--- config.mk ---
export PLATFORM = sky130hd
export DESIGN_NAME = nas_sequencer
export DESIGN_NICKNAME = d
export VERILOG_FILES = /design/src/rtl/nas_pkg.sv /design/src/rtl/nas_cond_mux.sv /design/src/rtl/nas_opcode_map.sv /design/src/rtl/nas_src_sel.sv /design/src/rtl/nas_return_reg.sv /design/src/rtl/nas_sequencer.sv
export SDC_FILE = /design/constraint.sdc
export NUM_CORES = 1
export LEC_CHECK = 0
export BUFFER_PORTS_ARGS = -buffer_cell sky130_fd_sc_hd__buf_2
export CAP_MARGIN = 20
export CELL_PAD_IN_SITES_DETAIL_PLACEMENT = 2
export CELL_PAD_IN_SITES_GLOBAL_PLACEMENT = 2
export CORE_MARGIN = 2
export CORE_UTILIZATION = 24
export CTS_CLUSTER_SIZE = 10
export DETAILED_ROUTE_END_ITERATION = 8
export GPL_TIMING_DRIVEN = 0
export PLACE_DENSITY_LB_ADDON = 0.1
export SYNTH_ARGS = -nofsm -noshare
export SYNTH_HDL_FRONTEND = slang
export SYNTH_SLANG_ARGS = --single-unit
--- constraint.sdc ---
create_clock -name clk -period 1.5 [get_ports clk]
set_input_delay 0.375 -clock clk [delete_from_list [all_inputs] [get_ports clk]]
set_output_delay 0.375 -clock clk [all_outputs]
set_load 0.1 [all_outputs]
--- src/rtl/nas_pkg.sv ---
package nas_pkg;

   // Branch kind carried in the microinstruction
   typedef enum logic [1:0] {
      BK_JUMP = 2'b00,
      BK_CALL = 2'b01,
      BK_RET  = 2'b10,
      BK_MAP  = 2'b11
   } br_kind_e;

   // Source feeding the control address register
   typedef enum logic [1:0] {
      SRC_INC    = 2'd0,
      SRC_TARGET = 2'd1,
      SRC_MAP    = 2'd2,
      SRC_RETURN = 2'd3
   } car_src_e;

   // Selector code reserved for the constant-true condition
   localparam int unsigned COND_ALWAYS_CODE = 0;

endpackage

--- src/rtl/nas_cond_mux.sv ---
module nas_cond_mux #(
   parameter int unsigned SEL_W     = 3,
   parameter int unsigned NUM_FLAGS = 4
) (
   input  logic [SEL_W-1:0]     sel,
   input  logic [NUM_FLAGS-1:0] flags,
   output logic                 hit
);
   import nas_pkg::*;

   localparam int unsigned NUM_CODES = 1 << SEL_W;

   // Elaboration-time parameter checks
   if (NUM_FLAGS + 1 > NUM_CODES) begin : g_chk_sel
      $error("nas_cond_mux: SEL_W too narrow for NUM_FLAGS plus the always code");
   end
   if (NUM_FLAGS < 1) begin : g_chk_flags
      $error("nas_cond_mux: at least one status flag is required");
   end

   logic [NUM_CODES-1:0] candidate;

   // Code 0 is constant true, codes 1..NUM_FLAGS pick a flag, the rest are false
   for (genvar g = 0; g < NUM_CODES; g++) begin : g_code
      if (g == COND_ALWAYS_CODE) begin : g_always
         assign candidate[g] = 1'b1;
      end else if (g <= NUM_FLAGS) begin : g_flag
         assign candidate[g] = flags[g-1];
      end else begin : g_reserved
         assign candidate[g] = 1'b0;
      end
   end

   assign hit = candidate[sel];

endmodule

--- src/rtl/nas_opcode_map.sv ---
module nas_opcode_map #(
   parameter int unsigned ADDR_W = 7,
   parameter int unsigned OPC_W  = 4,
   parameter int unsigned SLOT_W = 2
) (
   input  logic [OPC_W-1:0]  opcode,
   output logic [ADDR_W-1:0] map_addr
);
   localparam int unsigned PAD_W = ADDR_W - OPC_W - SLOT_W;

   // Top bit must stay zero so the upper half remains free
   if (ADDR_W < OPC_W + SLOT_W + 1) begin : g_chk_width
      $error("nas_opcode_map: ADDR_W must exceed OPC_W + SLOT_W");
   end

   // Routine slots sit at the low end of each opcode's block
   if (SLOT_W == 0) begin : g_no_slots
      assign map_addr = {{PAD_W{1'b0}}, opcode};
   end else begin : g_slots
      assign map_addr = {{PAD_W{1'b0}}, opcode, {SLOT_W{1'b0}}};
   end

endmodule

--- src/rtl/nas_src_sel.sv ---
module nas_src_sel (
   input  logic [1:0]          kind,
   input  logic                hit,
   output nas_pkg::car_src_e   src,
   output logic                save_ret
);
   import nas_pkg::*;

   br_kind_e kind_e;
   assign kind_e = br_kind_e'(kind);

   // The condition gates only jump and call
   always_comb begin
      src      = SRC_INC;
      save_ret = 1'b0;
      unique case (kind_e)
         BK_JUMP: begin
            src = hit ? SRC_TARGET : SRC_INC;
         end
         BK_CALL: begin
            src      = hit ? SRC_TARGET : SRC_INC;
            save_ret = hit;
         end
         BK_RET: begin
            src = SRC_RETURN;
         end
         BK_MAP: begin
            src = SRC_MAP;
         end
         default: begin
            src = SRC_INC;
         end
      endcase
   end

endmodule

--- src/rtl/nas_return_reg.sv ---
module nas_return_reg #(
   parameter int unsigned       ADDR_W     = 7,
   parameter logic [ADDR_W-1:0] RESET_VAL  = '0
) (
   input  logic              clk,
   input  logic              rst,
   input  logic              save,
   input  logic [ADDR_W-1:0] d,
   output logic [ADDR_W-1:0] q
);

   always_ff @(posedge clk) begin
      if (rst) begin
         q <= RESET_VAL;
      end else if (save) begin
         q <= d;
      end
   end

   // Only a taken call may disturb the saved address
   assert_ret_hold_R11: assert property (@(posedge clk) disable iff (rst)
      !save |=> $stable(q));

endmodule

--- src/rtl/nas_sequencer.sv ---
module nas_sequencer #(
   parameter int unsigned ADDR_W     = 7,
   parameter int unsigned OPC_W      = 4,
   parameter int unsigned SLOT_W     = 2,
   parameter int unsigned NUM_FLAGS  = 4,
   parameter int unsigned SEL_W      = 3,
   parameter int unsigned RESET_ADDR = 0
) (
   input  logic                 clk,
   input  logic                 rst,
   input  logic [SEL_W-1:0]     cond_sel,
   input  logic [1:0]           br_kind,
   input  logic [ADDR_W-1:0]    br_target,
   input  logic [OPC_W-1:0]     opcode,
   input  logic [NUM_FLAGS-1:0] flags,
   output logic [ADDR_W-1:0]    car,
   output logic [ADDR_W-1:0]    ret_addr
);
   import nas_pkg::*;

   localparam logic [ADDR_W-1:0] RST_ADDR_V = ADDR_W'(RESET_ADDR);
   localparam logic [ADDR_W-1:0] ONE_V      = ADDR_W'(1);

   if (RESET_ADDR >= (1 << ADDR_W)) begin : g_chk_reset
      $error("nas_sequencer: RESET_ADDR does not fit in ADDR_W bits");
   end

   logic              cond_hit;
   logic [ADDR_W-1:0] car_inc;
   logic [ADDR_W-1:0] map_addr;
   logic [ADDR_W-1:0] car_next;
   logic              save_ret;
   car_src_e          src;

   nas_cond_mux #(
      .SEL_W     (SEL_W),
      .NUM_FLAGS (NUM_FLAGS)
   ) cond_i (
      .sel   (cond_sel),
      .flags (flags),
      .hit   (cond_hit)
   );

   nas_opcode_map #(
      .ADDR_W (ADDR_W),
      .OPC_W  (OPC_W),
      .SLOT_W (SLOT_W)
   ) map_i (
      .opcode   (opcode),
      .map_addr (map_addr)
   );

   nas_src_sel sel_i (
      .kind     (br_kind),
      .hit      (cond_hit),
      .src      (src),
      .save_ret (save_ret)
   );

   // Incrementer wraps at the top of control memory
   assign car_inc = car + ONE_V;

   nas_return_reg #(
      .ADDR_W    (ADDR_W),
      .RESET_VAL (RST_ADDR_V)
   ) ret_i (
      .clk  (clk),
      .rst  (rst),
      .save (save_ret),
      .d    (car_inc),
      .q    (ret_addr)
   );

   // Four-way source mux
   always_comb begin
      unique case (src)
         SRC_INC:    car_next = car_inc;
         SRC_TARGET: car_next = br_target;
         SRC_MAP:    car_next = map_addr;
         SRC_RETURN: car_next = ret_addr;
         default:    car_next = car_inc;
      endcase
   end

   always_ff @(posedge clk) begin
      if (rst) begin
         car <= RST_ADDR_V;
      end else begin
         car <= car_next;
      end
   end

   // Assertions beside the address register
   assert_reset_addr_R1: assert property (@(posedge clk)
      rst |=> (car == RST_ADDR_V && ret_addr == RST_ADDR_V));

   assert_step_untaken_R3: assert property (@(posedge clk) disable iff (rst)
      ((br_kind == BK_JUMP || br_kind == BK_CALL) && !cond_hit)
      |=> car == $past(car) + ONE_V);

   assert_reserved_false_R6: assert property (@(posedge clk) disable iff (rst)
      (cond_sel > SEL_W'(NUM_FLAGS)) |-> !cond_hit);

   assert_call_saves_R7: assert property (@(posedge clk) disable iff (rst)
      (br_kind == BK_CALL && cond_hit)
      |=> (car == $past(br_target) && ret_addr == $past(car) + ONE_V));

   assert_return_load_R9: assert property (@(posedge clk) disable iff (rst)
      (br_kind == BK_RET) |=> car == $past(ret_addr));

   assert_map_layout_R10: assert property (@(posedge clk) disable iff (rst)
      (br_kind == BK_MAP)
      |=> (car[ADDR_W-1] == 1'b0 && car[SLOT_W +: OPC_W] == $past(opcode)));

endmodule

==> results.ini <==
[layout]
utilization_pct=34.7
final_cell_area_sq_um=1060
drive_gt1_share_pct=44.1
finalNonFillerCells=171
syn_to_final_growth_pct=36.7
num_antenna_cells=0
layout.nets=151

[yosys]
yosysUniqueCellTypes=24
synth_adder_area_share_pct=1.62
synth_cells=89
synth_edf_count=0
syn_area_sq_um=774
synth_seq_cells=14
yosys.area_share.xor_xnor_pct=5.65
ys.flop_type=dfxtp_1
synth.mux.area_fraction_pct=15.5
yosysWarningCount=0
syn-num-nets=112
synth-seq-area-share_pct=36.2
postSynthAreaPerCell_sq_um=8.70
synth-compound-area-share_pct=16.0
synthSimpleGateAreaFrac_pct=20.5
synth_top_family_by_area=simple AND/OR/NAND/NOR gates
synth-async-reset-ratio_pct=0

[floorplanning]
die_area_sq_um=3700
fp.dieH_um=60.8
row_count=20
initial_core_util_pct=25.4
dieWidth_um=60.8
core_area_sq_um=3050
io_pins=36

[detailed_routing]
via_count=773
drc_errors=0
avgRoutedWirePerCell_um=13.5
drtAntennaViolNets=0
wl_um=2310
dr.pass1.iters=4
routed_via_density=4.52
drtIter0Drc=9

[grt]
grt.overflow.total=0
grt_usage_pct=13.6
first_global_vias=813
grt_max_degree=11
antenna_found_initial=0
grt_pass1_wl_um=3640

[sta]
maxSlewHeadroom_pct=64.2
maxSlewViolCount=0
period_share_pct=97.3
timing.setup.tns_ns=0
skew_ns=0.00506
rsz0062_at_grt=no
worst_pin_slew_ns=0.537
hold_viol=0
fmax_ghz=0.685
period_needed_ns=1.46
finalSetupViolCount=0

[cts]
clock_latency_ns=0.28
root_buffer=clkbuf_4
h-tree-depth=1
cts_buffers=3
clock-sinks=14
cts.path.max_buffers=2
clk_pin_slew_ns=0.09
cts_tree=yes

[power_and_ir_drop]
p_switching_mw=0.375
cellInternalPower_mw=0.629
ir_worst_vdd_uv=277
pwr-share-comb_pct=31.1
switching_share_pct=37.4
power_frac_clock_pct=27.9
p_seq_share_pct=41.0
p_leak_nw=0.531
p_per_area_nw_per_um2=949

[setup_path]
critPathTopFamily=buffers and inverters
r2r_end=ret_i.q[6]
crit_path_max_incr_delay_ns=0.43
crit_required_ns=1.12
critPathMaxFanout=4
reg2reg_slack_ns=0.19
cp-endpoint=car[3]
cp-end-kind=primary output
rr_startpoint=car[0]
rr_worst_depth=6
cp_slowest_cell=buf_2
startpoint_type=flop
worst-setup-path-type=reg -> out
arrival_ns=1.08
startpoint=car[3]
cp_num_cells=1
path_cells=buf_2
path_buf_inv=1

[min_path]
hold_class=in -> reg

[placed_design]
gp_routability_congestion=0.697
io_buffers=34
placed_cell_area_sq_um=1020
dp_cells=167
dp_hpwl_um=1780

[run]
max_cap_viol_count=0

[outcome]
status=completed

[metrics by stage]
step                hold slack, ns  worst slack, ns  total power, mW
CTS                          0.299           0.0216             1.03
global route                 0.311          0.00688             1.05
finish                       0.303           0.0410             1.00
floorplan                    0.430         0.000543            0.656
detailed placement           0.460           -0.158            0.737
global placement             0.457           -0.107            0.732
[kinds of logic (layout without fill, tap and decap cells)]
| group | count (synthesis) | after routing |
|---|---|---|
| fa+ha+maj | 1 | 1 |
| compound gates | 16 | 16 |
| flops | 14 | 14 |
| mux | 12 | 12 |
| buf+inv | 7 | 45 |
| simple gates | 34 | 34 |
| xor+xnor | 5 | 5 |
[worst min-delay path by stage]
| stage | startpoint | to | slack [ns] | cells after the start |
|---|---|---|---|---|
| after global placement | car[0] | car[0] | 0.46 | 1 |
| after CTS | rst | car[4] | 0.30 | 2 |
| final | rst | car[4] | 0.30 | 2 |
| after floorplan | rst | car[4] | 0.43 | 1 |
| after global routing | rst | car[4] | 0.31 | 2 |
| after detailed placement | car[0] | car[0] | 0.46 | 1 |
[cells in the mapped netlist (2+ instances only)]
library cell	number	share of area [%]
a211o_1	4	4.5
a21oi_1	4	2.6
a21oi_2	2	2.3
clkbuf_1	2	0.97
dfxtp_1	14	36
inv_1	3	1.5
mux2i_1	12	16
nand2_1	9	4.4
nand2b_1	2	1.6
nand3_1	4	2.6
nor2_1	15	7.3
o22ai_1	3	2.4
xnor2_1	2	2.3
xor2_1	3	3.4
[placed cells by master, fill, tap and decap left out]
| master | n |
|---|---|
| a211o_1 | 4 |
| a211oi_1 | 1 |
| a21oi_1 | 4 |
| a21oi_2 | 2 |
| buf_2 | 32 |
| buf_4 | 1 |
| buf_6 | 1 |
| clkbuf_1 | 2 |
| clkbuf_2 | 1 |
| clkbuf_4 | 4 |
| clkbuf_8 | 1 |
| dfxtp_1 | 4 |
| dfxtp_2 | 8 |
| dfxtp_4 | 2 |
| ha_1 | 1 |
| inv_1 | 3 |
| mux2i_1 | 12 |
| nand2_1 | 9 |
| nand2b_1 | 2 |
| nand3_1 | 4 |
| nor2_1 | 15 |
| nor2b_1 | 1 |
| nor2b_4 | 1 |
| nor3_2 | 1 |
| o21ai_2 | 1 |
| o22ai_1 | 3 |
| o32ai_2 | 1 |
| or2_0 | 1 |
| xnor2_1 | 2 |
| xor2_1 | 3 |
[metal layers]
metal / GRT usage (%) / share of wire (%) / wire (um)
met1: 17.0 / 45 / 1040
met2: 22.9 / 49 / 1140
met3: 2.56 / 5.0 / 115
met4: 5.90 / 0.43 / 10
met5: 0 / 0 / 0
[sequential cells by signal, summed over array words and instances (netlist names)]
signal,count
ret_i.q,7
car,7
[timing repair]
| item | CTS | global route |
|---|---|---|
| hold buffers | 0 | 0 |
| setup buffers | 0 | 0 |
| resized for setup | 1 | 1 |
| setup endpoints to repair | 1 | 1 |
[power groups by stage]
| stage | clock network (mW) | logic [mW] | registers [mW] |
|---|---|---|---|
| after detailed placement | 0 | 0.316 | 0.421 |
| after CTS | 0.294 | 0.318 | 0.412 |
| after global routing | 0.306 | 0.332 | 0.416 |
| after global placement | 0 | 0.312 | 0.420 |
| final | 0.280 | 0.313 | 0.412 |
| after floorplan | 0 | 0.100 | 0.556 |
[cell type report]
cell class	count	area (sq um)
fill	372	1990
multi-input combinational	68	459
buffer	4	23.8
sequential	14	298
tap	44	55.1
clock buffer	4	36.3
inverter	3	11.3
timing repair buffer	34	175
Power figures use the tool's default switching activity.
